==> config.mk <==
export PLATFORM = sky130hd
export DESIGN_NAME = spi_pp_top
export DESIGN_NICKNAME = d
export VERILOG_FILES = /design/src/rtl/spi_pp_pkg.sv /design/src/rtl/spi_pp_regs.sv /design/src/rtl/spi_pp_shift.sv /design/src/rtl/spi_pp_pinmux.sv /design/src/rtl/spi_pp_top.sv
export SDC_FILE = /design/constraint.sdc
export NUM_CORES = 1
export LEC_CHECK = 0
export BUFFER_PORTS_ARGS = -buffer_cell sky130_fd_sc_hd__buf_2
export CAP_MARGIN = 20
export CORE_MARGIN = 2
export CORE_UTILIZATION = 45
export CTS_BUF_LIST = sky130_fd_sc_hd__clkbuf_4
export CTS_CLUSTER_DIAMETER = 200
export DETAILED_ROUTE_END_ITERATION = 12
export PLACE_DENSITY_LB_ADDON = 0.12
export SLEW_MARGIN = 0
export SYNTH_ARGS = -nofsm -noshare
export SYNTH_HDL_FRONTEND = slang
export SYNTH_SLANG_ARGS = --single-unit
export TNS_END_PERCENT = 1
==> constraint.sdc <==
create_clock -name clk -period 1.7 [get_ports clk]
set_input_delay 0.17 -clock clk [delete_from_list [all_inputs] [get_ports clk]]
set_output_delay 0.17 -clock clk [all_outputs]
set_load 0.02 [all_outputs]
==> src/rtl/spi_pp_pkg.sv <==
package spi_pp_pkg;

    localparam int REG_W = 32;

    // bit positions that the pin logic and software agree on
    localparam int MODE_MANUAL_BIT = 0;
    localparam int PIN_DO_BIT      = 0;
    localparam int PIN_CLK_BIT     = 8;
    localparam int PIN_CS_LSB      = 16;

    typedef enum logic [1:0] {
        SEL_MODE  = 2'd0,
        SEL_CTRL  = 2'd1,
        SEL_PINS  = 2'd2,
        SEL_SHIFT = 2'd3
    } reg_sel_e;

    typedef struct packed {
        logic     valid;
        reg_sel_e sel;
    } decode_t;

    // word-aligned offsets 0x0..0xC are mapped, everything else is not
    function automatic decode_t decode_addr(input logic [REG_W-1:0] addr);
        decode_t d;
        d.valid = (addr[1:0] == 2'b00) && (addr[REG_W-1:4] == '0);
        d.sel   = reg_sel_e'(addr[3:2]);
        return d;
    endfunction

endpackage

==> src/rtl/spi_pp_regs.sv <==
module spi_pp_regs
    import spi_pp_pkg::*;
#(
    parameter int ADDR_W  = 5,
    parameter int SHIFT_W = 32
) (
    input  logic               clk,
    input  logic               rst,
    input  logic               bus_wr,
    input  logic [ADDR_W-1:0]  bus_addr,
    input  logic [REG_W-1:0]   bus_wdata,
    input  logic [SHIFT_W-1:0] shift_q,
    output logic [REG_W-1:0]   bus_rdata,
    output logic [REG_W-1:0]   mode_q,
    output logic [REG_W-1:0]   ctrl_q,
    output logic [REG_W-1:0]   pin_q,
    output logic               pin_wr
);

    decode_t dec;
    logic    wr_mode;
    logic    wr_ctrl;

    assign dec = decode_addr(REG_W'(bus_addr));

    always_comb begin
        wr_mode = bus_wr && dec.valid && (dec.sel == SEL_MODE);
        wr_ctrl = bus_wr && dec.valid && (dec.sel == SEL_CTRL);
        pin_wr  = bus_wr && dec.valid && (dec.sel == SEL_PINS);
    end

    always_ff @(posedge clk) begin
        if (rst) begin
            mode_q <= '0;
            ctrl_q <= '0;
            pin_q  <= '0;
        end else begin
            if (wr_mode) mode_q <= bus_wdata;
            if (wr_ctrl) ctrl_q <= bus_wdata;
            if (pin_wr)  pin_q  <= bus_wdata;
        end
    end

    always_comb begin
        bus_rdata = '0;
        if (dec.valid) begin
            unique case (dec.sel)
                SEL_MODE:  bus_rdata = mode_q;
                SEL_CTRL:  bus_rdata = ctrl_q;
                SEL_PINS:  bus_rdata = pin_q;
                SEL_SHIFT: bus_rdata = REG_W'(shift_q);
                default:   bus_rdata = '0;
            endcase
        end
    end

endmodule

==> src/rtl/spi_pp_shift.sv <==
module spi_pp_shift #(
    parameter int SHIFT_W = 32
) (
    input  logic               clk,
    input  logic               rst,
    input  logic               pin_wr,
    input  logic               manual,
    input  logic               clk_new,
    input  logic               clk_old,
    input  logic               miso,
    output logic [SHIFT_W-1:0] shift_q
);

    logic capture;

    // a software-made rising edge of the serial clock
    assign capture = pin_wr && manual && clk_new && !clk_old;

    always_ff @(posedge clk) begin
        if (rst) begin
            shift_q <= '0;
        end else if (capture) begin
            shift_q <= {shift_q[SHIFT_W-2:0], miso};
        end
    end

endmodule

==> src/rtl/spi_pp_pinmux.sv <==
module spi_pp_pinmux #(
    parameter int NUM_CS = 3
) (
    input  logic              manual,
    input  logic              man_clk,
    input  logic              man_mosi,
    input  logic [NUM_CS-1:0] man_cs,
    input  logic              eng_clk,
    input  logic              eng_mosi,
    input  logic [NUM_CS-1:0] eng_cs,
    output logic              pin_clk,
    output logic              pin_mosi,
    output logic [NUM_CS-1:0] pin_cs
);

    assign pin_clk  = manual ? man_clk  : eng_clk;
    assign pin_mosi = manual ? man_mosi : eng_mosi;

    for (genvar i = 0; i < NUM_CS; i++) begin : g_cs
        assign pin_cs[i] = manual ? man_cs[i] : eng_cs[i];
    end

endmodule

==> src/rtl/spi_pp_top.sv <==
module spi_pp_top
    import spi_pp_pkg::*;
#(
    parameter int ADDR_W  = 5,
    parameter int NUM_CS  = 3,
    parameter int SHIFT_W = 32
) (
    input  logic              clk,
    input  logic              rst,
    input  logic              bus_wr,
    input  logic [ADDR_W-1:0] bus_addr,
    input  logic [31:0]       bus_wdata,
    output logic [31:0]       bus_rdata,
    input  logic              eng_clk_i,
    input  logic              eng_mosi_i,
    input  logic [NUM_CS-1:0] eng_cs_i,
    input  logic              spi_miso_i,
    output logic              spi_clk_o,
    output logic              spi_mosi_o,
    output logic [NUM_CS-1:0] spi_cs_o
);

    logic [REG_W-1:0]   mode_q;
    logic [REG_W-1:0]   ctrl_q;
    logic [REG_W-1:0]   pin_q;
    logic [SHIFT_W-1:0] shift_q;
    logic               pin_wr;
    logic               manual;

    assign manual = mode_q[MODE_MANUAL_BIT];

    spi_pp_regs #(.ADDR_W(ADDR_W), .SHIFT_W(SHIFT_W)) u_regs (
        .clk       (clk),
        .rst       (rst),
        .bus_wr    (bus_wr),
        .bus_addr  (bus_addr),
        .bus_wdata (bus_wdata),
        .shift_q   (shift_q),
        .bus_rdata (bus_rdata),
        .mode_q    (mode_q),
        .ctrl_q    (ctrl_q),
        .pin_q     (pin_q),
        .pin_wr    (pin_wr)
    );

    spi_pp_shift #(.SHIFT_W(SHIFT_W)) u_shift (
        .clk     (clk),
        .rst     (rst),
        .pin_wr  (pin_wr),
        .manual  (manual),
        .clk_new (bus_wdata[PIN_CLK_BIT]),
        .clk_old (pin_q[PIN_CLK_BIT]),
        .miso    (spi_miso_i),
        .shift_q (shift_q)
    );

    spi_pp_pinmux #(.NUM_CS(NUM_CS)) u_pinmux (
        .manual   (manual),
        .man_clk  (pin_q[PIN_CLK_BIT]),
        .man_mosi (pin_q[PIN_DO_BIT]),
        .man_cs   (pin_q[PIN_CS_LSB +: NUM_CS]),
        .eng_clk  (eng_clk_i),
        .eng_mosi (eng_mosi_i),
        .eng_cs   (eng_cs_i),
        .pin_clk  (spi_clk_o),
        .pin_mosi (spi_mosi_o),
        .pin_cs   (spi_cs_o)
    );

endmodule

==> results by group <==
Outcome
  • Status: complete, but fails checks
  • Failing checks: setup timing

Clock tree
  • TritonCTS Buffers: 17
  • Worst skew pair latency: 0.53 ns
  • Root buffer selected by CTS: clkbuf_4
  • Clock Sinks: 128
  • CTS tree: built
  • CTS clk-pin slew, worst paths: 0.11 ns
  • Maximum buffer depth of the clock tree: 2
  • CTS H-tree lvls: 4

Die
  • Initial core utilization: between 40% and 50%
  • Die Y: 121 µm
  • FP Rows: between 40 and 50
  • Die ar.: 14,500 µm²
  • Die X-Extent: between 100 and 150 µm
  • Ports: between 80 and 90
  • Core area: 13,200 µm²

Drt
  • Post-route DRC: 0
  • Total via count in the routed design: 5,376
  • Routed len/inst: 18.7 µm
  • Antenna-violating nets left: 0
  • Via-to-Cell Ratio: 5.87
  • Initial DRC Count: 479
  • Number of iterations in the first detailed-routing pass: 5
  • Routed WL: between 15,000 and 20,000 µm

Power
  • Max IR drop VDD: 0.391 mV
  • Psw: ~1.4 mW
  • Cell Int Power: 3.97 mW
  • Register share of total power: 56.1%
  • Logic pwr share: about 11%
  • Sw Share: 26.2%
  • Static Leakage: 2.57 nW
  • Clk pwr share: about a third
  • PwrDens: 714 nW/µm²

Critical path
  • Critical Path Source Type: flip-flop
  • CP Data Required Time: 1.53 ns
  • Reg2reg end: u_shift.shift_q[6]$_SDFFE_PP0P_
  • CP top delay family: multiplexers
  • Crit path depth: 3
  • Worst R2R Start: u_regs.pin_q[8]$_SDFFE_PP0P_
  • Critical Path AT: approximately 1.7 ns
  • R2r setup slk: 0.28 ns
  • Crit path buf inv count: 1
  • Reg2Reg Depth: 4
  • Slowest stage delay, CP: 0.47 ns
  • CP max stage cell: mux4_2
  • CP Cell Sequence: mux4_2, and2_1, buf_2
  • Worst-path fanout max: 2
  • Critical path class: flip-flop to output port
  • Critical path capture point type: output port

Timing
  • Fmax: 543 MHz
  • Hold WS: 0.0759 ns
  • Count of pins over their slew limit: 0
  • Setup-failing EPs final: 32
  • Final worst clock skew: 0.0117 ns
  • Final setup TNS: -3.15 ns
  • Period minus WS final: 1.84 ns
  • Final WS setup: -0.141 ns
  • Slew @ Worst Pin: 0.381 ns
  • Final Hold Fails: 0
  • Slew HR: 74.6%
  • Fin crit share: 108%
  • RSZ-0062 raised after global routing: yes

Global route
  • First-pass GRT wire length: approximately 27,000 µm
  • Largest net degree at the start of global routing: 65
  • Antenna violations before repair: 1
  • Number of global-route vias before repair: about 5,200
  • Tot GR Track Use: 24.0%
  • Gr ovfl total: 0

Layout
  • Seq. cell area: 2600 µm²
  • Area occupied by multi-input gates: about 3300 µm²
  • Share of cells above drive strength 1: 29.5%
  • Layout area overhead: 23.2%
  • Filler Cells Inserted: 1,197
  • Nets: a little under 800

Place
  • PortBufs: 82
  • Post-DP HPWL: roughly 10,000 µm
  • Gp weighted congestion: 0.726

Logic synthesis
  • Ys flop type: dfxtp_1
  • EDFF count, synth: 0
  • Post-synthesis register bit count: around 130
  • Synth Instances: ~640
  • Yosys warning total: 0
  • Syn_nets: 684
  • Synth top area cells: dfxtp_1, mux4_2, a21oi_1
  • Synth cell types: 24
  • Yosys top cell by area: dfxtp_1
  • Cell Area, Synth: 6110 µm²
  • Most common cell in the netlist: dfxtp_1
  • Synth top area share: 41.9%
  • Sequential-to-total area share from yosys stat: 41.9%
  • Ys async rst share: 0%
  • Synth top cells by count: dfxtp_1, a21oi_1, clkbuf_1
  • Synth Area per Inst: 9.58 µm²

Job
  • Number of max-cap violations: 0

Hold path
  • Class of the worst hold path: input port to flip-flop
  • Hold Path End: u_regs.ctrl_q[17]$_SDFFE_PP0P_
  • Hold_sp: bus_addr[3]
  • Hold Crit Depth: 3
## tightest hold or removal path, cell delays in order
cell and delay, ns:
buf_2 0.19, nand4b_1 0.14, a21oi_1 0.06
## kinds of logic (layout without fill, tap and decap cells)
kind of cell           after synthesis  count (layout)  share of synthesized area (%)
buffers and inverters               77             178                           5.18
AND/OR/NAND/NOR                    172             172                           17.9
multiplexers                        69              69                           18.0
flip-flops                         128             128                           41.9
AO/OA/AOI/OAI                      192             192                           17.0
other                                0               1                              0
## flip-flops by register name (all words and copies together), names as in the netlist
name / count
u_regs.ctrl_q: 32
u_regs.mode_q: 32
u_regs.pin_q: 32
u_shift.shift_q: 32
## layout by cell type (no fill, tap or decap), drive strengths merged
cell         count
o31ai           32
a21oi           96
mux4            32
nor3b            1
mux2i           32
diode            1
or3b             1
nand2            2
clkbuf          19
and2            32
nor3             1
clkinv          11
nor2b            1
nand2b          34
or4b             1
bufinv           1
or3              1
dfxtp          128
mux2             5
o21ai           64
nor4b            1
nor4             1
dlygate4sd3     34
nand4b          32
buf            113
nand3           64
## metal layers
metal / up-vias / GRT usage (%) / wire [µm]
li1: 2549 / - / -
met1: 2625 / 31.1 / 7370
met2: 183 / 38.9 / 8340
met3: 19 / 5.61 / 1170
met4: 0 / 9.30 / 233
met5: - / 0 / 0
## per-stage QoR
stage / cells / power, mW / setup slack, ns / area [µm²] / util, %
2_1_floorplan: 638 / 3.37 / 0.0336 / 6110 / -
3_3_place_gp: 849 / 3.61 / -0.0360 / 6840 / 51.6
3_5_place_dp: 849 / 3.62 / -0.0891 / 6840 / 51.6
4_1_cts: 915 / 5.43 / -0.194 / 7450 / 56.3
5_1_grt: 916 / 5.61 / -0.231 / 7530 / 56.8
6_report: 916 / 5.37 / -0.141 / 7530 / 56.8
## area by class of cell
type	instances	share of cell area (%)
Multi-Input combinational cell	433	43.5
Sequential cell	128	34.6
Timing Repair Buffer	147	16.1
Tap cell	176	2.93
Clock buffer	19	1.89
Clock inverter	12	1.01
Antenna cell	1	0.0332
## worst max-delay path by stage
stage	start	to	slack, ns
after floorplan	bus_addr[1]	u_shift.shift_q[0]$_SDFFE_PP0P_	0.03
final	u_shift.shift_q[17]$_SDFFE_PP0P_	bus_rdata[17]	-0.14
after global placement	bus_addr[1]	u_shift.shift_q[9]$_SDFFE_PP0P_	-0.04
after CTS	u_shift.shift_q[18]$_SDFFE_PP0P_	bus_rdata[18]	-0.19
after detailed placement	bus_addr[1]	u_shift.shift_q[18]$_SDFFE_PP0P_	-0.09
after global routing	u_shift.shift_q[18]$_SDFFE_PP0P_	bus_rdata[18]	-0.23
## power groups by stage
stage / logic, mW / clock network [mW] / registers [mW]
2_1_floorplan: 0.284 / 0 / 3.09
3_3_place_gp: 0.524 / 0 / 3.09
3_5_place_dp: 0.531 / 0 / 3.09
4_1_cts: 0.592 / 1.82 / 3.02
5_1_grt: 0.634 / 1.95 / 3.02
6_report: 0.594 / 1.76 / 3.02
## repair_timing
item / CTS / global route
endpoints found under the hold margin: 97 / 0
hold buffers: 34 / 0
endpoints found under the setup margin: 36 / 36
gates resized for setup: 28 / 29
cloned: 0 / 0
buffers inserted: 1 / 0
Power figures use the tool's default switching activity.
